**config.mk**
```make
export PLATFORM = sky130hd
export DESIGN_NAME = cas_intc
export DESIGN_NICKNAME = d
export VERILOG_FILES = /design/src/rtl/cas_intc_pkg.sv /design/src/rtl/cas_intc_sync.sv /design/src/rtl/cas_intc_status.sv /design/src/rtl/cas_intc_prio.sv /design/src/rtl/cas_intc.sv
export SDC_FILE = /design/constraint.sdc
export NUM_CORES = 1
export LEC_CHECK = 0
export ABC_CLOCK_PERIOD_IN_PS = 2500
export BUFFER_PORTS_ARGS = -buffer_cell sky130_fd_sc_hd__buf_4
export CAP_MARGIN = 25
export CORE_MARGIN = 8
export CORE_UTILIZATION = 34
export DETAILED_ROUTE_END_ITERATION = 8
export MAX_ROUTING_LAYER = met4
export PLACE_DENSITY_LB_ADDON = 0.08
export SETUP_SLACK_MARGIN = 0.1
export SLEW_MARGIN = 20
export SYNTH_ARGS = -nofsm -noshare
export SYNTH_HDL_FRONTEND = slang
export SYNTH_HIERARCHICAL = 1
export SYNTH_SLANG_ARGS = --single-unit
```
**constraint.sdc**
```tcl
create_clock -name clk -period 2.5 [get_ports clk]
set_clock_uncertainty 0.2 [all_clocks]
set_input_delay 0 -clock clk [delete_from_list [all_inputs] [get_ports clk]]
set_output_delay 0 -clock clk [all_outputs]
set_load 0.01 [all_outputs]
```
**src/rtl/cas_intc_pkg.sv**
```systemverilog
package cas_intc_pkg;

    localparam int NUM_SRC = 32;
    localparam int DATA_W  = 32;
    localparam int ADDR_W  = 4;
    localparam int IDX_W   = $clog2(NUM_SRC);

    localparam logic [ADDR_W-1:0] OFS_STAT  = 4'h0;
    localparam logic [ADDR_W-1:0] OFS_EN    = 4'h2;
    localparam logic [ADDR_W-1:0] OFS_CRIT  = 4'h3;
    localparam logic [ADDR_W-1:0] OFS_POL   = 4'h4;
    localparam logic [ADDR_W-1:0] OFS_TRIG  = 4'h5;
    localparam logic [ADDR_W-1:0] OFS_MSTAT = 4'h6;
    localparam logic [ADDR_W-1:0] OFS_VEC   = 4'h7;

    typedef struct packed {
        logic [NUM_SRC-1:0] en;
        logic [NUM_SRC-1:0] crit;
        logic [NUM_SRC-1:0] pol;
        logic [NUM_SRC-1:0] trig;
        logic [DATA_W-1:0]  rdata;
    } cfg_regs_t;

    // Register bit (DATA_W-1-n) holds source n.
    function automatic logic [NUM_SRC-1:0] flip(input logic [NUM_SRC-1:0] v);
        logic [NUM_SRC-1:0] r;
        for (int i = 0; i < NUM_SRC; i++) begin
            r[i] = v[NUM_SRC-1-i];
        end
        return r;
    endfunction

endpackage

```
**src/rtl/cas_intc_sync.sv**
```systemverilog
module cas_intc_sync #(
    parameter int W = 32
) (
    input  logic         clk,
    input  logic         rst_n,
    input  logic [W-1:0] async_in,
    output logic [W-1:0] sync_out
);

    typedef struct packed {
        logic [W-1:0] meta;
        logic [W-1:0] sync;
    } sync_st_t;

    sync_st_t st_d, st_q;

    always_comb begin
        st_d      = st_q;
        st_d.meta = async_in;
        st_d.sync = st_q.meta;
    end

    always_ff @(posedge clk or negedge rst_n) begin
        if (!rst_n) begin
            st_q <= '0;
        end else begin
            st_q <= st_d;
        end
    end

    assign sync_out = st_q.sync;

endmodule

```
**src/rtl/cas_intc_status.sv**
```systemverilog
module cas_intc_status #(
    parameter int N = 32
) (
    input  logic         clk,
    input  logic         rst_n,
    input  logic [N-1:0] sync_in,
    input  logic [N-1:0] trig,
    input  logic [N-1:0] pol,
    input  logic [N-1:0] clr,
    output logic [N-1:0] stat
);

    typedef struct packed {
        logic [N-1:0] prev;
        logic [N-1:0] stat;
    } stat_st_t;

    stat_st_t     st_d, st_q;
    logic [N-1:0] event_hit;
    logic [N-1:0] lvl_active;

    for (genvar g = 0; g < N; g++) begin : g_src
        logic active, rise, fall;
        always_comb begin
            active        = pol[g] ? sync_in[g] : ~sync_in[g];
            rise          = sync_in[g] & ~st_q.prev[g];
            fall          = ~sync_in[g] & st_q.prev[g];
            lvl_active[g] = active & ~trig[g];
            if (trig[g]) begin
                event_hit[g] = pol[g] ? rise : fall;
            end else begin
                event_hit[g] = active;
            end
        end
    end

    always_comb begin
        st_d      = st_q;
        st_d.prev = sync_in;
        // A new event wins over a clear in the same cycle.
        st_d.stat = event_hit | (st_q.stat & ~clr);
    end

    always_ff @(posedge clk or negedge rst_n) begin
        if (!rst_n) begin
            st_q <= '0;
        end else begin
            st_q <= st_d;
        end
    end

    assign stat = st_q.stat;

    AST_LEVEL_STICKY: assert property (@(posedge clk) disable iff (!rst_n)
        (($past(lvl_active) & ~stat) == '0));

    AST_EDGE_NEEDS_TRANSITION: assert property (@(posedge clk) disable iff (!rst_n)
        ((stat & ~$past(stat) & $past(trig) & ~($past(sync_in) ^ $past(sync_in, 2))) == '0));

endmodule

```
**src/rtl/cas_intc_prio.sv**
```systemverilog
module cas_intc_prio #(
    parameter int N     = 32,
    parameter int IDX_W = $clog2(N)
) (
    input  logic             clk,
    input  logic             rst_n,
    input  logic [N-1:0]     pending,
    output logic [IDX_W-1:0] idx,
    output logic             valid
);

    always_comb begin
        idx   = '0;
        valid = 1'b0;
        for (int i = N - 1; i >= 0; i--) begin
            if (pending[i]) begin
                idx   = IDX_W'(i);
                valid = 1'b1;
            end
        end
    end

    AST_VEC_POINTS_PENDING: assert property (@(posedge clk) disable iff (!rst_n)
        valid |-> pending[idx]);

    AST_VEC_EMPTY: assert property (@(posedge clk) disable iff (!rst_n)
        !valid |-> (pending == '0));

    AST_VEC_LOWEST: assert property (@(posedge clk) disable iff (!rst_n)
        valid |-> ((pending & ~({N{1'b1}} << idx)) == '0));

endmodule

```
**src/rtl/cas_intc.sv**
```systemverilog
module cas_intc
    import cas_intc_pkg::*;
(
    input  logic              clk,
    input  logic              rst_n,
    input  logic [NUM_SRC-1:0] src_in,
    input  logic [ADDR_W-1:0] bus_addr,
    input  logic              bus_wr,
    input  logic              bus_rd,
    input  logic [DATA_W-1:0] bus_wdata,
    output logic [DATA_W-1:0] bus_rdata,
    output logic              irq_crit,
    output logic              irq_noncrit
);

    cfg_regs_t          r_d, r_q;
    logic [NUM_SRC-1:0] sync_src;
    logic [NUM_SRC-1:0] stat;
    logic [NUM_SRC-1:0] clr;
    logic [NUM_SRC-1:0] masked;
    logic [IDX_W-1:0]   vec_idx;
    logic               vec_valid;
    logic [DATA_W-1:0]  rd_mux;
    logic [DATA_W-1:0]  vec_word;

    cas_intc_sync #(.W(NUM_SRC)) u_sync (
        .clk      (clk),
        .rst_n    (rst_n),
        .async_in (src_in),
        .sync_out (sync_src)
    );

    cas_intc_status #(.N(NUM_SRC)) u_status (
        .clk     (clk),
        .rst_n   (rst_n),
        .sync_in (sync_src),
        .trig    (r_q.trig),
        .pol     (r_q.pol),
        .clr     (clr),
        .stat    (stat)
    );

    assign masked = stat & r_q.en;

    cas_intc_prio #(.N(NUM_SRC), .IDX_W(IDX_W)) u_prio (
        .clk     (clk),
        .rst_n   (rst_n),
        .pending (masked),
        .idx     (vec_idx),
        .valid   (vec_valid)
    );

    always_comb begin
        vec_word              = '0;
        vec_word[DATA_W-1]    = vec_valid;
        vec_word[IDX_W-1:0]   = vec_idx;

        clr = '0;
        if (bus_wr && bus_addr == OFS_STAT) begin
            clr = flip(bus_wdata);
        end

        case (bus_addr)
            OFS_STAT:  rd_mux = flip(stat);
            OFS_EN:    rd_mux = flip(r_q.en);
            OFS_CRIT:  rd_mux = flip(r_q.crit);
            OFS_POL:   rd_mux = flip(r_q.pol);
            OFS_TRIG:  rd_mux = flip(r_q.trig);
            OFS_MSTAT: rd_mux = flip(masked);
            OFS_VEC:   rd_mux = vec_word;
            default:   rd_mux = '0;
        endcase

        r_d = r_q;
        if (bus_wr) begin
            case (bus_addr)
                OFS_EN:   r_d.en   = flip(bus_wdata);
                OFS_CRIT: r_d.crit = flip(bus_wdata);
                OFS_POL:  r_d.pol  = flip(bus_wdata);
                OFS_TRIG: r_d.trig = flip(bus_wdata);
                default:  ;
            endcase
        end
        if (bus_rd) begin
            r_d.rdata = rd_mux;
        end
    end

    always_ff @(posedge clk or negedge rst_n) begin
        if (!rst_n) begin
            r_q.en    <= '0;
            r_q.crit  <= '0;
            r_q.pol   <= '1;
            r_q.trig  <= '0;
            r_q.rdata <= '0;
        end else begin
            r_q <= r_d;
        end
    end

    assign bus_rdata   = r_q.rdata;
    assign irq_crit    = |(masked & r_q.crit);
    assign irq_noncrit = |(masked & ~r_q.crit);

    AST_RO_WRITE_IGNORED: assert property (@(posedge clk) disable iff (!rst_n)
        (bus_wr && (bus_addr == OFS_MSTAT || bus_addr == OFS_VEC)) |=>
        ($stable(r_q.en) && $stable(r_q.crit) && $stable(r_q.pol) && $stable(r_q.trig)));

    AST_NO_IRQ_WHEN_DISABLED: assert property (@(posedge clk) disable iff (!rst_n)
        (r_q.en == '0) |-> (!irq_crit && !irq_noncrit));

    AST_CRIT_NEEDS_SELECT: assert property (@(posedge clk) disable iff (!rst_n)
        irq_crit |-> ((r_q.crit & r_q.en) != '0));

endmodule

```
==> key figures, run 1 <==
Run status
  • Outcome: finished clean

Floorplan
  • Die Wd: approximately 210 µm
  • Die area: around 46000 µm²
  • Placement Rows: between 70 and 80
  • Die height: around 210 µm
  • I/O pin count: between 100 and 150
  • Initial Util: 0.345
  • Total core area: around 39000 µm²

Worst setup path
  • Crit start category: register
  • Critical Path, Cell by Cell: nand2_2, inv_2, buf_4, a22oi_2, nand4_1, or4_4, buf_6
  • Crit path max fanout: 3
  • Worst setup EP type: primary output
  • Delay-heaviest family, CP: simple AND/OR/NAND/NOR gates
  • WP buf/inv: 3
  • Slowest cell on crit path: or4_4
  • CP max stage delay: 550 ps
  • Req. time, crit path: approximately 2300 ps
  • Critical path class: reg -> out
  • Worst EP arrival: about 2300 ps

Drt
  • Drt drc: 0
  • Vias per inst: just over 5
  • Wirelength per Cell: about 22 µm
  • Via count: just under 10000
  • Drt total wl: between 40000 and 50000 µm
  • DR pass1 iterations: 5
  • Initial DRC count: 606
  • Antenna Nets Post-Route: 0

Pwr
  • Total Power: ~14 mW
  • Combinational Power Share: 0.204
  • Worst vdd ir: 426 µV
  • Internal power: 9.94 mW
  • Clk pwr share: 0.360
  • Cell Pwr Density: 796 nW/µm²
  • Switch share: 0.290
  • Static Leakage: 7.74 nW
  • Sw Pwr: slightly above 4 mW
  • Sequential share of power: 0.435

Clocking
  • Total CTS buffers: 35
  • Sink Count: 288
  • CTS tree: done
  • Worst-path clk slew: 60 ps
  • Worst skew pair latency: ~540 ps
  • H-tree Lvls: 2
  • CTS root buf: clkbuf_16
  • Clock buffer depth: 3

Placed design
  • Hpwl dp: about 28000 µm
  • Routability Congestion: between 0.9 and 1
  • Worst slack, placed: -36.9 ps
  • IO buf count: approximately 110

Timing
  • RSZ-0062 raised after global routing: true
  • Final worst-path cycle share: 0.979
  • Fmax: 409 MHz
  • Setup Viol. Count Final: 0
  • Rel. slew slack: 0.556
  • Worst slew pin tran: ~660 ps
  • Minimum period implied by the final worst setup slack: approximately 2400 ps
  • Hold Vio Cnt, Final: 0
  • Slack of the critical path: approximately 53 ps
  • Slew Viols, Final: 0

Layout
  • Final net count: roughly 1400
  • Footprint of the multi-input gates: roughly 5500 µm²
  • Area delta synth->final: 31.4%
  • Share of layout cells above drive strength 1: 0.316
  • FILL cells: roughly 3600
  • FF/Latch Area: approximately 7200 µm²

Yosys
  • Synth Area per Inst: roughly 12 µm²
  • Syn Std Cell Area: between 10000 and 15000 µm²
  • Sequential fraction of the synthesis area: 0.542
  • Cell count after synthesis: around 1100
  • Synth unique cells: between 50 and 60
  • Synthesized net count: around 1200
  • Post-synth top area share: 0.479
  • YS warnings: 6
  • Cells taking the most area after synthesis: dfrtp_1 (48%), mux2_1 (8.1%), dfstp_2 (6.3%)
  • Most used DFF post-synth: dfrtp_1
  • Seq cells post-synth: 288
  • Synth area leader: dfrtp_1
  • Number of flops mapped to enable cells by yosys: 0
  • Ys async rst share: 1.00

Global route
  • Initial antenna violation count: 1
  • GRT Overall Usage: 0.185
  • Grt total ovfl: 0
  • First-pass GRT wire length: ~64000 µm
  • Largest net degree at the start of global routing: 67
  • Vias in the first global route: about 10000

Run
  • Max-cap viol count: 0

Min path
  • Worst Hold Class: in -> reg
[stage by stage]
| stage | hold slack [ps] | instance area [µm²] | cells | setup TNS [ps] | util |
|---|---|---|---|---|---|
| 6_report | 53.2 | 17600 | 1907 | 0 | 0.454 |
| 5_1_grt | 39.9 | 17600 | 1907 | -19.6 | 0.454 |
| 4_1_cts | 15.3 | 17300 | 1888 | 0 | 0.446 |
| 3_5_place_dp | -186 | 14800 | 1703 | -68.7 | 0.382 |
| 3_3_place_gp | -176 | 14800 | 1703 | -54.5 | 0.382 |
| 2_1_floorplan | -496 | 13400 | 1112 | 0 | - |
[layout make-up]
type | count | area share
Inverter | 42 | 0.00911
Clock buffer | 59 | 0.0613
Timing Repair Buffer | 327 | 0.163
Sequential cell | 288 | 0.412
Multi-Input combinational cell | 667 | 0.313
Clock inverter | 5 | 0.00391
Tap cell | 518 | 0.0369
Antenna cell | 1 | 0.000142
[path summary, 6_finish.rpt]
kind                                        start             endpoint  slack [ps]  depth (start not counted)
worst max register to register  u_status/stat[21]        bus_rdata[31]          70                          9
worst min register to register    u_sync/st_d[10]  u_sync/sync_out[10]         140                          0
worst max-delay path            u_status/stat[27]             irq_crit          50                          7
max in group asynchronous                   rst_n              r_q[85]         990                          4
worst min-delay path                bus_wdata[19]             r_q[108]          50                          3
min in group asynchronous                   rst_n      u_sync/st_d[30]         350                          3
[logic make-up (layout without fill, tap and decap cells)]
family,after synthesis,count (layout),synth area share
simple gates,285,285,0.119
other cells,0,1,0
buf+inv,157,433,0.0686
flops,288,288,0.542
mux,132,132,0.120
compound gates,250,250,0.151
[sequential cells by signal, summed over array words and instances (netlist names)]
signal	count
u_sync/sync_out	32
bus_rdata	32
u_status/st_q	32
u_sync/st_d	32
u_status/stat	32
r_q	128
[power by group through the flow]
stage,combinational [mW],clock [mW],sequential [mW]
global route,3.10,5.41,6.18
detailed placement,2.32,0,6.14
global placement,2.31,0,6.13
floorplan,1.40,0,5.87
finish,2.86,5.04,6.10
CTS,2.63,5.22,6.08
[worst register-to-register path: cells and delay by family (launching register included)]
family                 cells  cell delay (ps)
multiplexers               1              280
flip-flops                 1              400
AND/OR/NAND/NOR            4             1020
buffers and inverters      1               40
AO/OA/AOI/OAI              3              360
[synthesized netlist by cell type, types with 18 or more instances]
master,n
a22o_1,29
nor2b_1,33
inv_1,42
nand2_1,62
nand2b_1,63
mux2_1,96
o22ai_1,18
o221ai_1,30
nor2_1,48
dfrtp_1,256
buf_2,20
a22oi_1,21
a221oi_1,22
buf_4,69
a21oi_1,34
a21boi_1,32
dfstp_2,32
and3_1,34
a221o_1,32
clkbuf_1,20
mux2_4,30
[timing repair]
item | 4_1_cts | 5_1_grt
buffers inserted | 16 | 19
hold buffers | 105 | 0
endpoints found under the hold margin | 512 | 0
gates resized for setup | 49 | 49
endpoints found under the setup margin | 6 | 8
pin swaps | 20 | 34
[cell usage in the layout, fill, tap and decap left out, drive strengths merged, types with 18 or more instances in the layout]
cell	instances
a21boi	32
inv	44
a221oi	30
dfrtp	256
and3	34
a221o	32
mux2	132
nor2b	33
dlygate4sd3	105
a22o	29
nor2	48
a22oi	21
clkbuf	59
o22ai	18
o221ai	30
dfstp	32
a21oi	35
nand2	65
buf	222
nand2b	64
[routing by layer]
layer / vias up / global-route usage / wire [µm]
met1: 5016 / 0.252 / 19800
met3: 66 / 0.0344 / 2030
met5: - / - / 0
li1: 4526 / - / -
met2: 276 / 0.275 / 19000
met4: 0 / 0.0612 / 1080
Power figures use the tool's default switching activity.
==> inputs of run 2 (changes only) <==
CORE_MARGIN = 3   (was 8)
==> key figures, run 2 (synthesized netlist as in run 1, its figures left out) <==
Drt
  • Initial DRC count: approximately 640
  • Antenna Nets Post-Route: 0
  • Wirelength per Cell: 22.1 µm
  • Drt total wl: 41900 µm
  • Drt drc: 0
  • Vias per inst: about 5.3
  • DR pass1 iterations: 7
  • Via count: approximately 9900

Min path
  • Hold depth: 4
  • Worst Hold Class: in -> reg

Layout
  • Most common library cell in the layout ignoring fill and taps: dfrtp_1
  • FILL cells: about 3600
  • FF/Latch Area: roughly 7200 µm²
  • Number of flip-flops under the largest register name: between 100 and 150
  • Most flops, register: r_q
  • Most frequent cells in the layout: dfrtp_1 (256), buf_4 (191), dlygate4sd3_1 (106)
  • Final net count: 1421
  • Number of inserted diodes: 0
  • Footprint of the multi-input gates: about 5500 µm²
  • Area delta synth->final: 30.3%
  • Share of layout cells above drive strength 1: 0.300
  • Final instance area: approximately 17000 µm²

Worst setup path
  • Req. time, crit path: approximately 2300 ps
  • Critical path class: reg -> out
  • Worst reg-to-reg path cell count: 9
  • R2r setup slk: roughly 70 ps
  • Crit start category: register
  • Crit path max fanout: 3
  • Worst setup EP type: primary output
  • Worst EP arrival: around 2300 ps

Global route
  • Vias in the first global route: about 10000
  • GRT Overall Usage: 0.208
  • First-pass GRT wire length: between 60000 and 70000 µm
  • Largest net degree at the start of global routing: between 50 and 60
  • Grt total ovfl: 0
  • Initial antenna violation count: 0

Clocking
  • Clock buffer depth: 3
  • Sink Count: ~290
  • Total CTS buffers: 35
  • Worst-path clk slew: approximately 60 ps
  • CTS tree: done
  • Worst skew pair latency: approximately 540 ps
  • H-tree Lvls: 2
  • CTS root buf: clkbuf_16

Floorplan
  • Die height: 204 µm
  • Die area: roughly 42000 µm²
  • Die Wd: 204 µm
  • Total core area: between 30000 and 40000 µm²
  • I/O pin count: between 100 and 150
  • Initial Util: 0.345
  • Placement Rows: 72

Timing
  • Slew Viols, Final: 0
  • Hold Vio Cnt, Final: 0
  • Final hold slack: about 24 ps
  • Setup TNS: 0 ps
  • Worst slew pin tran: 565 ps
  • Fmax: between 400 and 500 MHz
  • Minimum period implied by the final worst setup slack: about 2400 ps
  • Final worst-path cycle share: 0.979
  • Slack of the critical path: between 50 and 60 ps
  • Rel. slew slack: 0.623
  • Setup Viol. Count Final: 0
  • RSZ-0062 raised after global routing: true

Run
  • Max-cap viol count: 0

Placed design
  • Placed Area: between 10000 and 15000 µm²
  • Hpwl dp: between 20000 and 30000 µm
  • IO buf count: 105
  • Worst slack, placed: -69.4 ps
  • Routability Congestion: roughly 0.9

Pwr
  • Sequential share of power: 0.441
  • Cell Pwr Density: 792 nW/µm²
  • Combinational Power Share: 0.199
  • Static Leakage: ~7.7 nW
  • Internal power: about 9.7 mW
  • Total Power: between 10 and 15 mW
  • Worst vdd ir: between 300 and 400 µV
  • Switch share: 0.294
  • Clk pwr share: 0.359
  • Sw Pwr: about 4 mW

Run status
  • Outcome: finished clean
-- run 2: cell types whose count changed in the layout (fill, tap and decap cells not counted), sizes merged --
cell	delta
clkinv	+4
inv	-1
clkbuf	-7
diode	-1
dlygate4sd3	+1
buf	-13
-- run 2: worst paths after layout --
| path | start | to |
|---|---|---|
| setup / recovery | r_q[141] | irq_crit |
| hold / removal | bus_wr | u_status/stat[0] |
| setup reg to reg | u_status/stat[20] | bus_rdata[31] |
| hold reg to reg | u_sync/st_d[3] | u_sync/sync_out[3] |
| max in group asynchronous | rst_n | r_q[87] |
| min in group asynchronous | rst_n | r_q[69] |
-- run 2: cell type report --
| class | count | area share |
|---|---|---|
| Timing Repair Buffer | 315 | 0.160 |
| Sequential cell | 288 | 0.416 |
| Tap cell | 518 | 0.0372 |
| Inverter | 42 | 0.00919 |
| Clock inverter | 8 | 0.00481 |
| Clock buffer | 52 | 0.0586 |
| Multi-Input combinational cell | 667 | 0.315 |
-- run 2: what timing repair did --
item,4_1_cts,5_1_grt
pin swaps,15,29
hold buffers,107,0
resized for setup,36,48
setup endpoints to repair,6,8
hold endpoints to repair,504,0
buffers inserted,11,14
gates cloned,0,0
-- run 2: metrics by stage --
| stage | utilization | instances |
|---|---|---|
| finish | 0.450 | 1890 |
| global route | 0.450 | 1890 |
| CTS | 0.443 | 1877 |
| detailed placement | 0.381 | 1699 |
| global placement | 0.381 | 1699 |
| floorplan | - | 1112 |
-- run 2: layer usage --
layer | vias to the layer above | global-route usage | wire [µm]
met1 | 5064 | 0.287 | 19600
met4 | 0 | 0.0656 | 1310
li1 | 4507 | - | -
met3 | 78 | 0.0385 | 2220
met2 | 285 | 0.313 | 18800
met5 | - | - | 0
-- run 2: power groups by stage --
stage / clock network [mW] / registers (mW) / logic [mW]
floorplan: 0 / 5.87 / 1.40
global placement: 0 / 6.13 / 2.28
detailed placement: 0 / 6.14 / 2.29
CTS: 5.13 / 6.07 / 2.57
global route: 5.33 / 6.18 / 3.01
finish: 4.96 / 6.09 / 2.75
-- run 2: critical path, cell delays in order, from the launching register on --
cell	delay, ps
dfrtp_1	400
nand2_2	120
inv_2	70
buf_6	120
a22oi_2	140
nand4_1	140
or4_4	570
buf_6	150
